## src/rtl/desc_mbox_pkg.sv

```systemverilog
package desc_mbox_pkg;

    localparam int PORT_W = 4;
    localparam int CNT_W  = 16;
    localparam int ADDR_W = 32;
    localparam int NQ     = 2;   // index 0 urgent, index 1 ordinary

    typedef enum logic {
        ENT_PACKET  = 1'b0,
        ENT_NEWADDR = 1'b1
    } ent_kind_e;

    typedef struct packed {
        logic mcast;
        logic ucast;
        logic bcast;
        logic interv;
        logic unknown;
        logic new_addr;
        logic extra;
    } desc_flags_t;

    typedef struct packed {
        ent_kind_e           kind;
        desc_flags_t         flags;
        logic [PORT_W-1:0]   src_port;
        logic [CNT_W-1:0]    byte_cnt;
        logic [ADDR_W-1:0]   buf_addr;
    } desc_t;

    localparam int DESC_W = $bits(desc_t);

    // Lowest index wins: one load per cycle, urgent first.
    function automatic logic [NQ-1:0] pick_load(input logic [NQ-1:0] can);
        logic [NQ-1:0] r;
        r = '0;
        for (int i = NQ - 1; i >= 0; i--) begin
            if (can[i]) begin
                r    = '0;
                r[i] = 1'b1;
            end
        end
        return r;
    endfunction

endpackage

```

## src/rtl/desc_ring.sv

```systemverilog
module desc_ring
    import desc_mbox_pkg::*;
#(
    parameter int DEPTH = 4
) (
    input  logic  clk,
    input  logic  rst,
    input  logic  push,
    input  desc_t push_desc,
    input  logic  pop,
    output desc_t head,
    output logic  not_empty,
    output logic  full
);
    localparam int PW = $clog2(DEPTH);

    desc_t       slots [DEPTH];
    logic [PW:0] prod_idx;
    logic [PW:0] rd_ptr;

    always_ff @(posedge clk) begin
        if (rst) begin
            prod_idx <= '0;
            rd_ptr   <= '0;
        end else begin
            if (push) prod_idx <= prod_idx + 1'b1;
            if (pop)  rd_ptr   <= rd_ptr + 1'b1;
        end
    end

    always_ff @(posedge clk) begin
        if (push) slots[prod_idx[PW-1:0]] <= push_desc;
    end

    assign head      = slots[rd_ptr[PW-1:0]];
    assign not_empty = (prod_idx != rd_ptr);
    assign full      = (prod_idx[PW] != rd_ptr[PW]) &&
                       (prod_idx[PW-1:0] == rd_ptr[PW-1:0]);

    // producer respects the full flag
    a_r8_no_overflow: assert property (@(posedge clk) disable iff (rst)
        push |-> !full);

    // a ring is only drained while it holds entries
    a_r3_no_underflow: assert property (@(posedge clk) disable iff (rst)
        pop |-> not_empty);

endmodule

```

## src/rtl/desc_hold.sv

```systemverilog
module desc_hold
    import desc_mbox_pkg::*;
(
    input  logic  clk,
    input  logic  rst,
    input  logic  load,
    input  desc_t load_desc,
    input  logic  rd,
    output logic  valid,
    output desc_t data
);
    always_ff @(posedge clk) begin
        if (rst) begin
            valid <= 1'b0;
            data  <= '0;
        end else if (load) begin
            valid <= 1'b1;
            data  <= load_desc;
        end else if (rd) begin
            valid <= 1'b0;
        end
    end

    // a load never overwrites an unread descriptor
    a_r5_load_when_free: assert property (@(posedge clk) disable iff (rst)
        load |-> !valid);

    // a read of a valid register drains it
    a_r4_read_clears: assert property (@(posedge clk) disable iff (rst)
        (valid && rd) |=> !valid);

    // unread contents are held
    a_r5_hold_stable: assert property (@(posedge clk) disable iff (rst)
        (valid && !rd) |=> (valid && $stable(data)));

    // a stray read changes nothing
    a_r9_stray_read: assert property (@(posedge clk) disable iff (rst)
        (!valid && rd && !load) |=> (!valid && $stable(data)));

endmodule

```

## src/rtl/desc_mbox.sv

```systemverilog
module desc_mbox
    import desc_mbox_pkg::*;
#(
    parameter int DEPTH = 4
) (
    input  logic              clk,
    input  logic              rst,
    input  logic              push_valid,
    input  logic              push_prio,
    input  logic [DESC_W-1:0] push_desc,
    input  logic              rd_hi,
    input  logic              rd_lo,
    input  logic [NQ-1:0]     irq_mask,
    output logic              hi_valid,
    output logic [DESC_W-1:0] hi_desc,
    output logic              lo_valid,
    output logic [DESC_W-1:0] lo_desc,
    output logic              hi_full,
    output logic              lo_full,
    output logic              irq
);
    desc_t          head_q [NQ];
    desc_t          data_q [NQ];
    logic [NQ-1:0]  ne_q;
    logic [NQ-1:0]  full_q;
    logic [NQ-1:0]  valid_q;
    logic [NQ-1:0]  can_q;
    logic [NQ-1:0]  load_q;
    logic [NQ-1:0]  rd_q;
    logic [NQ-1:0]  push_q;

    assign rd_q = {rd_lo, rd_hi};

    for (genvar g = 0; g < NQ; g++) begin : g_q
        assign push_q[g] = push_valid && (int'(push_prio) == g);

        desc_ring #(.DEPTH(DEPTH)) u_ring (
            .clk       (clk),
            .rst       (rst),
            .push      (push_q[g]),
            .push_desc (desc_t'(push_desc)),
            .pop       (load_q[g]),
            .head      (head_q[g]),
            .not_empty (ne_q[g]),
            .full      (full_q[g])
        );

        desc_hold u_hold (
            .clk       (clk),
            .rst       (rst),
            .load      (load_q[g]),
            .load_desc (head_q[g]),
            .rd        (rd_q[g]),
            .valid     (valid_q[g]),
            .data      (data_q[g])
        );

        assign can_q[g] = ne_q[g] && !valid_q[g];

        // a granted load shows up as a valid holding register
        a_r2_load_sets_valid: assert property (@(posedge clk) disable iff (rst)
            load_q[g] |=> valid_q[g]);
    end

    assign load_q = pick_load(can_q);

    assign hi_valid = valid_q[0];
    assign lo_valid = valid_q[1];
    assign hi_desc  = data_q[0];
    assign lo_desc  = data_q[1];
    assign hi_full  = full_q[0];
    assign lo_full  = full_q[1];
    assign irq      = |(valid_q & ~irq_mask);

    // at most one ring is moved per cycle
    a_r6_one_load: assert property (@(posedge clk) disable iff (rst)
        $onehot0(load_q));

    // the ordinary ring waits while the urgent one is loading
    a_r6_lo_waits: assert property (@(posedge clk) disable iff (rst)
        (load_q[1] && can_q[0]) |-> 1'b0);

    // an unmasked valid register always interrupts
    a_r7_irq_level: assert property (@(posedge clk) disable iff (rst)
        ((hi_valid && !irq_mask[0]) || (lo_valid && !irq_mask[1])) |-> irq);

endmodule

```

## config.mk

```make
export PLATFORM = sky130hd
export DESIGN_NAME = desc_mbox
export DESIGN_NICKNAME = d
export VERILOG_FILES = /design/src/rtl/desc_mbox_pkg.sv /design/src/rtl/desc_ring.sv /design/src/rtl/desc_hold.sv /design/src/rtl/desc_mbox.sv
export SDC_FILE = /design/constraint.sdc
export NUM_CORES = 1
export LEC_CHECK = 0
export ABC_AREA = 0
export BUFFER_PORTS_ARGS = -buffer_cell sky130_fd_sc_hd__clkbuf_2
export CORE_MARGIN = 2
export CORE_UTILIZATION = 40
export CTS_BUF_LIST = sky130_fd_sc_hd__clkbuf_8
export CTS_CLUSTER_SIZE = 10
export DETAILED_ROUTE_END_ITERATION = 8
export PLACE_DENSITY = 0.68
export SYNTH_ARGS = -nofsm -noshare
export SYNTH_HDL_FRONTEND = slang
export SYNTH_SLANG_ARGS = --single-unit
```

## constraint.sdc

```tcl
create_clock -name clk -period 3.7 [get_ports clk]
set_clock_uncertainty 0.2 [all_clocks]
set_input_delay 0.185 -clock clk [delete_from_list [all_inputs] [get_ports clk]]
set_output_delay 0.185 -clock clk [all_outputs]
set_load 0.03 [all_outputs]
```

==> metrics list, run 1 <==
- Clock Path Buffers: 3
* DRC Markers: 0
- The layout has 4617 filler cells.
* Reg2Reg Capture Point: g_q[1].u_hold.valid
* Multi-input combinational cell area: 4923 µm²
- The share of total power dissipated in combinational logic is 0.280.
- Largest driver fanout on the critical path: 57
* Length in cells of the worst reg-to-reg path: 6
- Share of the yosys chip area belonging to registers: 0.7635
* Antenna violations before repair: 3
- Outcome: finished clean
* Wire length of the first global-routing pass: 75.49 mm
* Unrepaired setup endpoints after global routing: false
- Iter 0 DRT Violations: 746
* Net Switching: 6596 µW
- Worst Setup Path Type: reg -> reg
- sky130_fd_sc_hd__edfxtp_1 is the most common cell in the netlist.
- Count of mapped cells out of synthesis: 1257
* Netlist area before placement: 22390 µm²
- For the worst setup path, the data required time is 4050 ps.
- CTS built an H-tree with a depth of 3.
- In the global route stage, overall resource usage came out at 0.1760.
- Before antenna repair, the detailed router went through 5 iterations.
- After detailed placement, the design holds a cell count of 2130.
* Pin count of the biggest net entering global routing: 68
- By count the netlist is led by 480 x sky130_fd_sc_hd__edfxtp_1, 134 x sky130_fd_sc_hd__dfxtp_1, 128 x sky130_fd_sc_hd__a21oi_1.
- Syn nets: 1335
* Crit path launch: g_q[0].u_ring.rd_ptr[0]
* Source of the worst hold timing path: push_desc[49]
- Residual antenna-violating net count after detailed routing: 0
- Number of standard cells in the final layout excluding fillers: 2385
- Source-to-sink clock delay at the later pin of the worst-skew pair: 680 ps
- The internal portion of the total power is 12850 µW.
* Prevailing post-synth register cell: sky130_fd_sc_hd__edfxtp_1
- TritonCTS clock tree: yes
- Half-perimeter wire length after detailed placement: 26.78 mm
- Transition at the pin with the smallest max-transition slack: 1176 ps
- VDD sags by at most 0.4048 mV.
* Power Total: 19440 µW
- After detailed routing, the number of vias per cell comes to 5.156.
* Buffer cell driving the clock tree root: sky130_fd_sc_hd__clkbuf_8
- For this run, asynchronously set or reset flops after synthesis account for 0.
- Adding up every negative setup slack in the final design gives 0 ps.
* Number of distinct library cell variants in the gate-level netlist after synthesis: 30
- Floorplan row count: 86
* Peak Freq: 379.0 MHz
* Number of global-route vias before repair: 12840
- Sequential share of power: 0.434
- Hold-critical path endpoint: g_q[1].u_ring.slots[2][49]
- Final-stage net count: 1628
- Floorplan die width: 240.6 µm
* Cts bufs inserted: 98
* Post-layout minimum cycle time: 2639 ps
- R2R Path Start: g_q[0].u_ring.rd_ptr[0]
- Library cell with the largest summed area after synthesis: sky130_fd_sc_hd__edfxtp_1
- Utilization of the core after routing: 0.4847
* Fin crit share: 0.7131
- Flip-flop and latch count after synthesis: 614
- Remaining Overflow, GRT: 0
- Wirelength per Cell: 21.15 µm
- The max-slew violation total from the final report was 0.
* Port Buf Inserts: 192
* Number of clock sinks seen by CTS: 614
* Standby leakage power: 0.009102 µW
- Data arrival time of the critical path: 2990 ps
- Floorplan core area: 55200 µm²
- Chip height: 240.6 µm
- Setup violations remaining at the end of the flow were counted as 0.
* Syn Area/Cell: 17.81 µm²
- Area taken by flip-flops and latches: 17110 µm²
- Tightest Hold Check Type: in -> reg
- Cell area power density: 726.7 nW/µm²
* Layout area overhead: 19.49%
* Area contributors post-synth: sky130_fd_sc_hd__edfxtp_1 64%, sky130_fd_sc_hd__mux4_2 12%, sky130_fd_sc_hd__dfxtp_1 12%
- The synthesized design contains 480 enable-type register cells.
- Max-capacitance violation count: 0
- Of the cells placed in the final design, the portion with a size suffix greater than 1 is 0.2965.
- The routed design has 50.45 mm of wire.
- Minimum hold slack: 131.6 ps
- The die covers 57890 µm².
- Number of cells traversed by the worst hold path: 2
- The number of endpoints with negative hold slack in the final report is 0.
* CTS clock-pin slew for the worst setup and hold paths: 60 ps
- STA classifies the critical path startpoint as a register.
* Clock Power Share: 0.286
- Setup slack of the most critical reg-to-reg path: 1060 ps
* Final RePlAce weighted congestion: 0.7055
- During synthesis, Yosys emitted a total of 0 warnings.
- Of the total power, the share spent switching nets is 0.3392.
- The routed layout has 12300 vias.
- Of the post-synthesis cell area, the dominant cell type holds 0.6437.
- Worst Setup End Kind: register
- In this run the count of I/O pins placed on the die edge is 193.
* Worst max-slew margin expressed relative to the limit: 0.2159
- Initial core utilization: 0.4056
power by group through the flow:
stage | Sequential, µW | Clock, µW | Combinational [µW]
floorplan | 9370 | 0 | 2940
global placement | 8570 | 0 | 5380
detailed placement | 8600 | 0 | 5430
CTS | 8460 | 5700 | 5510
global route | 8520 | 5990 | 5860
finish | 8450 | 5560 | 5440
metal layers:
| metal | vias up | track usage | share of wire |
|---|---|---|---|
| met3 | 78 | 0.04392 | 0.064 |
| met1 | 6361 | 0.2283 | 0.43 |
| met2 | 359 | 0.2882 | 0.49 |
| met5 | - | 0 | 0.00052 |
| li1 | 5494 | - | - |
| met4 | 4 | 0.06494 | 0.021 |
critical path, stage by stage (launching register included):
cell and delay (ps):
sky130_fd_sc_hd__dfxtp_4 550, sky130_fd_sc_hd__xnor2_2 160, sky130_fd_sc_hd__a31oi_4 400, sky130_fd_sc_hd__buf_12 330, sky130_fd_sc_hd__o22ai_1 130, sky130_fd_sc_hd__nor2b_1 160, sky130_fd_sc_hd__dlygate4sd3_1 580
kinds of logic after synthesis:
family / Yosys count / share of synthesized area
simple gates: 211 / 0.04057
flops: 614 / 0.7635
fa+ha+maj: 10 / 0.005588
mux: 120 / 0.1207
compound gates: 198 / 0.04521
xor+xnor: 11 / 0.004973
buf+inv: 93 / 0.01945
placed cells by master (no fill, tap or decap), drive strengths merged:
master / synthesis / final
and3: 4 / 4
ha: 10 / 10
nor2b: 2 / 2
o21ai: 63 / 63
or3: 2 / 2
o31a: 1 / 1
o31ai: 2 / 2
buf: 48 / 19
nand3: 62 / 62
clkbuf: 37 / 308
nor2: 9 / 9
diode: 0 / 1
mux4: 120 / 120
clkinv: 0 / 21
or4: 1 / 1
o22ai: 2 / 2
xnor2: 8 / 8
and2: 5 / 5
inv: 8 / 53
a31oi: 1 / 1
dlygate4sd3: 0 / 68
edfxtp: 480 / 480
nand2: 125 / 125
a31o: 1 / 1
clkinvlp: 0 / 2
bufinv: 0 / 1
a21oi: 128 / 128
nand2b: 1 / 1
dfxtp: 134 / 134
xor2: 3 / 3
state kept, by name, summed over array words and instances (netlist names):
signal and cells:
g_q.u_hold.data 120, g_q.u_ring.rd_ptr 6, g_q.u_ring.slots 480, g_q.u_ring.prod_idx 6, g_q.u_hold.valid 2
worst max path at each step:
stage | end | slack (ps) | cells past startpoint
final | g_q[1].u_hold.valid | 1060 | 6
after global routing | g_q[1].u_hold.valid | 880 | 6
after global placement | g_q[1].u_hold.data[44] | 1250 | 5
after detailed placement | g_q[1].u_hold.data[42] | 1230 | 5
after CTS | g_q[1].u_hold.valid | 990 | 6
after floorplan | g_q[0].u_ring.slots[3][0] | 1030 | 2
area by class of cell:
type | count | area share
antenna | 1 | 0.00009353
clock buffer | 117 | 0.06018
clock inverter | 69 | 0.01216
inverter | 8 | 0.001122
multi-input combinational | 550 | 0.1840
sequential | 614 | 0.6395
tap | 748 | 0.03498
timing repair buffer | 278 | 0.06790
repair_timing:
item / 4_1_cts / 5_1_grt
hold endpoints to repair: 550 / 0
setup buffers: 0 / 0
endpoints found under the setup margin: 0 / 0
hold buffers: 68 / 0
resized for setup: 0 / 0
per-stage QoR:
step	setup WS (ps)	instance area, µm²
5_1_grt	881.6	26760
3_3_place_gp	1246	24140
4_1_cts	992.8	26750
3_5_place_dp	1226	24140
2_1_floorplan	1031	22390
6_report	1061	26760
Note: power is estimated with default switching activity, not from simulation.
==> run 2: changes to the inputs <==
--- a/config.mk
+++ b/config.mk
@@ -12,7 +12,7 @@
 export CTS_BUF_LIST = sky130_fd_sc_hd__clkbuf_8
 export CTS_CLUSTER_SIZE = 10
 export DETAILED_ROUTE_END_ITERATION = 8
-export PLACE_DENSITY = 0.68
+export PLACE_DENSITY = 0.7
 export SYNTH_ARGS = -nofsm -noshare
 export SYNTH_HDL_FRONTEND = slang
 export SYNTH_SLANG_ARGS = --single-unit
==> constraint.sdc (replaced) <==
create_clock -name clk -period 2.15 [get_ports clk]
set_clock_uncertainty 0.2 [all_clocks]
set_input_delay 0.1075 -clock clk [delete_from_list [all_inputs] [get_ports clk]]
set_output_delay 0.1075 -clock clk [all_outputs]
set_load 0.03 [all_outputs]
==> metrics list, run 2 (same netlist as run 1, synthesis figures left out) <==
- At the worst endpoint, the required time is 1840 ps.
- Boundary pin count: 193
- The critical path in this run is classified as reg -> out.
* Final Max Tran Viols: 0
- Summed over all failing endpoints, the final setup total negative slack is 0 ps.
- Floorplan row count: 86
- Power Total: 34700 µW
- For the worst-skew pair, the clock arrives at the later sink with an insertion delay of 690 ps.
* Number of search-and-repair iterations in the first detailed-routing pass: 5
- Max-capacitance violation count: 0
- The core region is 55200 µm².
- Highest metal layer with signal wires: met4
- For this run, the number of standard cells in the final layout without fillers is 2430.
* Routed via count: 12590
- Relative to the synthesized area, the layout overhead comes to 23.81%.
- Using the TritonRoute via totals, the vias-per-cell ratio works out to 5.182.
* Post-layout minimum cycle time: 2026 ps
- For this configuration, the core starts out at a cell density of 0.4056.
- Number of placed instances, taps included: 2160
* Wl on met1: 21.62 mm
- In this run the number of H-tree levels came out at 3.
- Number of clock sinks seen by CTS: 614
* Final WL: 52.74 mm
* Peak Freq: 493.7 MHz
- Entering global routing, the biggest net connects 63 pins.
- Leaving out fill and tap cells, the most frequent cells in the layout are 480 x sky130_fd_sc_hd__edfxtp_1, 189 x sky130_fd_sc_hd__clkbuf_2, 128 x sky130_fd_sc_hd__a21oi_1, 127 x sky130_fd_sc_hd__dfxtp_1, 125 x sky130_fd_sc_hd__nand2_1.
* Largest driver fanout on the critical path: 5
- Met3 wire length: 2.784 mm
* Ratio of cells with drive above 1 in the final layout: 0.3149
- The detail route stage leaves a number of antenna-violating nets equal to 0.
- Final RePlAce weighted congestion: 0.7240
- After filler insertion, the fill cell instance count of the layout stands at 4505.
- Port buffering added 192 buffers.
- In this run the clock root is driven by a sky130_fd_sc_hd__clkbuf_8.
* Outcome: finished clean
* Cts bufs inserted: 99
- In the global route stage, overall resource usage came out at 0.1844.
- In this run the deepest clock path goes through 3 buffers.
- The first global-routing pass estimated 78.45 mm of wire.
- The library cell used most frequently in the layout, excluding fill and tap cells, is sky130_fd_sc_hd__edfxtp_1.
* Transition at the pin with the smallest max-transition slack: 533.6 ps
- Wirelength per Cell: 21.70 µm
- In this run, the number of DRC markers left after iteration 0 of detailed routing was 734.
* Half-perimeter wire length after detailed placement: 29.93 mm
- Dividing total power by cell area gives a power density of 1252 nW/µm².
- DRC Markers: 0
* Number of global-route vias before repair: 13260
- Met2 Wirelength: 26.54 mm
- The number of antenna violations at the first check in global routing came to 2.
* Fin crit share: 0.9422
* Count of final setup violators: 0
- Remaining Overflow, GRT: 0
- Number of hold violations in the final report: 0
* Worst Setup End Kind: output pin
- STA puts the critical path data arrival time at 1720 ps.
- Worst max-slew margin expressed relative to the limit: 0.6443
- The worst setup path is launched from a register.
- From left edge to right edge, the die measures 240.6 µm.
- The final layout contains 1672 nets.
- After clock tree synthesis, the clock-pin slew on the worst setup and hold paths is 60 ps.
- Flip-flop count of the largest register, all copies and words added: 480
- The die covers 57890 µm².
* Standby leakage power: 0.009471 µW
* Worst IR drop on VDD: 0.8357 mV
* Chip height: 240.6 µm
* Tightest Hold Check Type: in -> reg
- TritonCTS clock tree: yes
-- run 2: changes by cell type in the layout (fill, tap and decap cells not counted), moves of 3 or more --
cell and change:
sky130_fd_sc_hd__buf_12 +35, sky130_fd_sc_hd__bufinv_16 +5, sky130_fd_sc_hd__clkbuf_8 -3, sky130_fd_sc_hd__dfxtp_1 -3, sky130_fd_sc_hd__dlygate4sd3_1 +9, sky130_fd_sc_hd__xor2_1 -3
-- run 2: timing repair --
action / CTS / global route
buffers inserted: 2 / 2
setup endpoints to repair: 2 / 2
gates cloned: 0 / 0
endpoints found under the hold margin: 823 / 0
pin swaps: 4 / 2
resized for setup: 13 / 5
hold buffers: 77 / 0
-- run 2: stage by stage --
| stage | instance area [µm²] | worst slack (ps) | hold WS, ps | utilization |
|---|---|---|---|---|
| CTS | 27690 | 4.125 | 0.3328 | 0.5017 |
| detailed placement | 24800 | 112.2 | 192.6 | 0.4493 |
| floorplan | 22400 | 146.3 | 6.369 | - |
| finish | 27720 | 124.3 | 59.69 | 0.5022 |
| global placement | 24800 | 119.0 | 179.2 | 0.4493 |
| global route | 27720 | -0.06339 | 35.48 | 0.5022 |
-- run 2: final timing paths --
path	startpoint	to	slack [ps]	cells after the start
setup / recovery	g_q[0].u_ring.prod_idx[0]	hi_full	120	4
setup reg to reg	g_q[0].u_ring.prod_idx[2]	g_q[0].u_hold.valid	150	4
hold / removal	push_desc[49]	g_q[1].u_ring.slots[1][49]	60	2
hold reg to reg	g_q[0].u_hold.data[20]	g_q[0].u_hold.data[20]	250	2
-- run 2: routing by layer --
layer,vias up,track usage
met3,98,0.03591
met2,403,0.3120
met1,6491,0.2304
met4,0,0.08413
met5,-,0
li1,5600,-
-- run 2: layout make-up --
cell class | count | area [µm²] | area share
Clock buffer | 113 | 1555 | 0.05610
Multi-Input combinational cell | 550 | 4986 | 0.1799
Sequential cell | 614 | 17120 | 0.6175
Clock inverter | 74 | 479.2 | 0.01729
Inverter | 8 | 30.03 | 0.001083
Antenna cell | 2 | 5.005 | 0.0001805
Timing Repair Buffer | 321 | 2611 | 0.09419
Tap cell | 748 | 935.9 | 0.03376
-- run 2: critical path, cell delays in order, from the launching register on --
cell and delay (ps):
sky130_fd_sc_hd__dfxtp_4 380, sky130_fd_sc_hd__xnor2_4 190, sky130_fd_sc_hd__nand2_1 110, sky130_fd_sc_hd__nor2_4 170, sky130_fd_sc_hd__clkbuf_8 190
-- run 2: power by group --
| part | total, µW | switching [µW] | internal, µW |
|---|---|---|---|
| registers | 14500 | 615 | 13900 |
| logic | 10100 | 6450 | 3650 |
| clock network | 10100 | 4560 | 5540 |
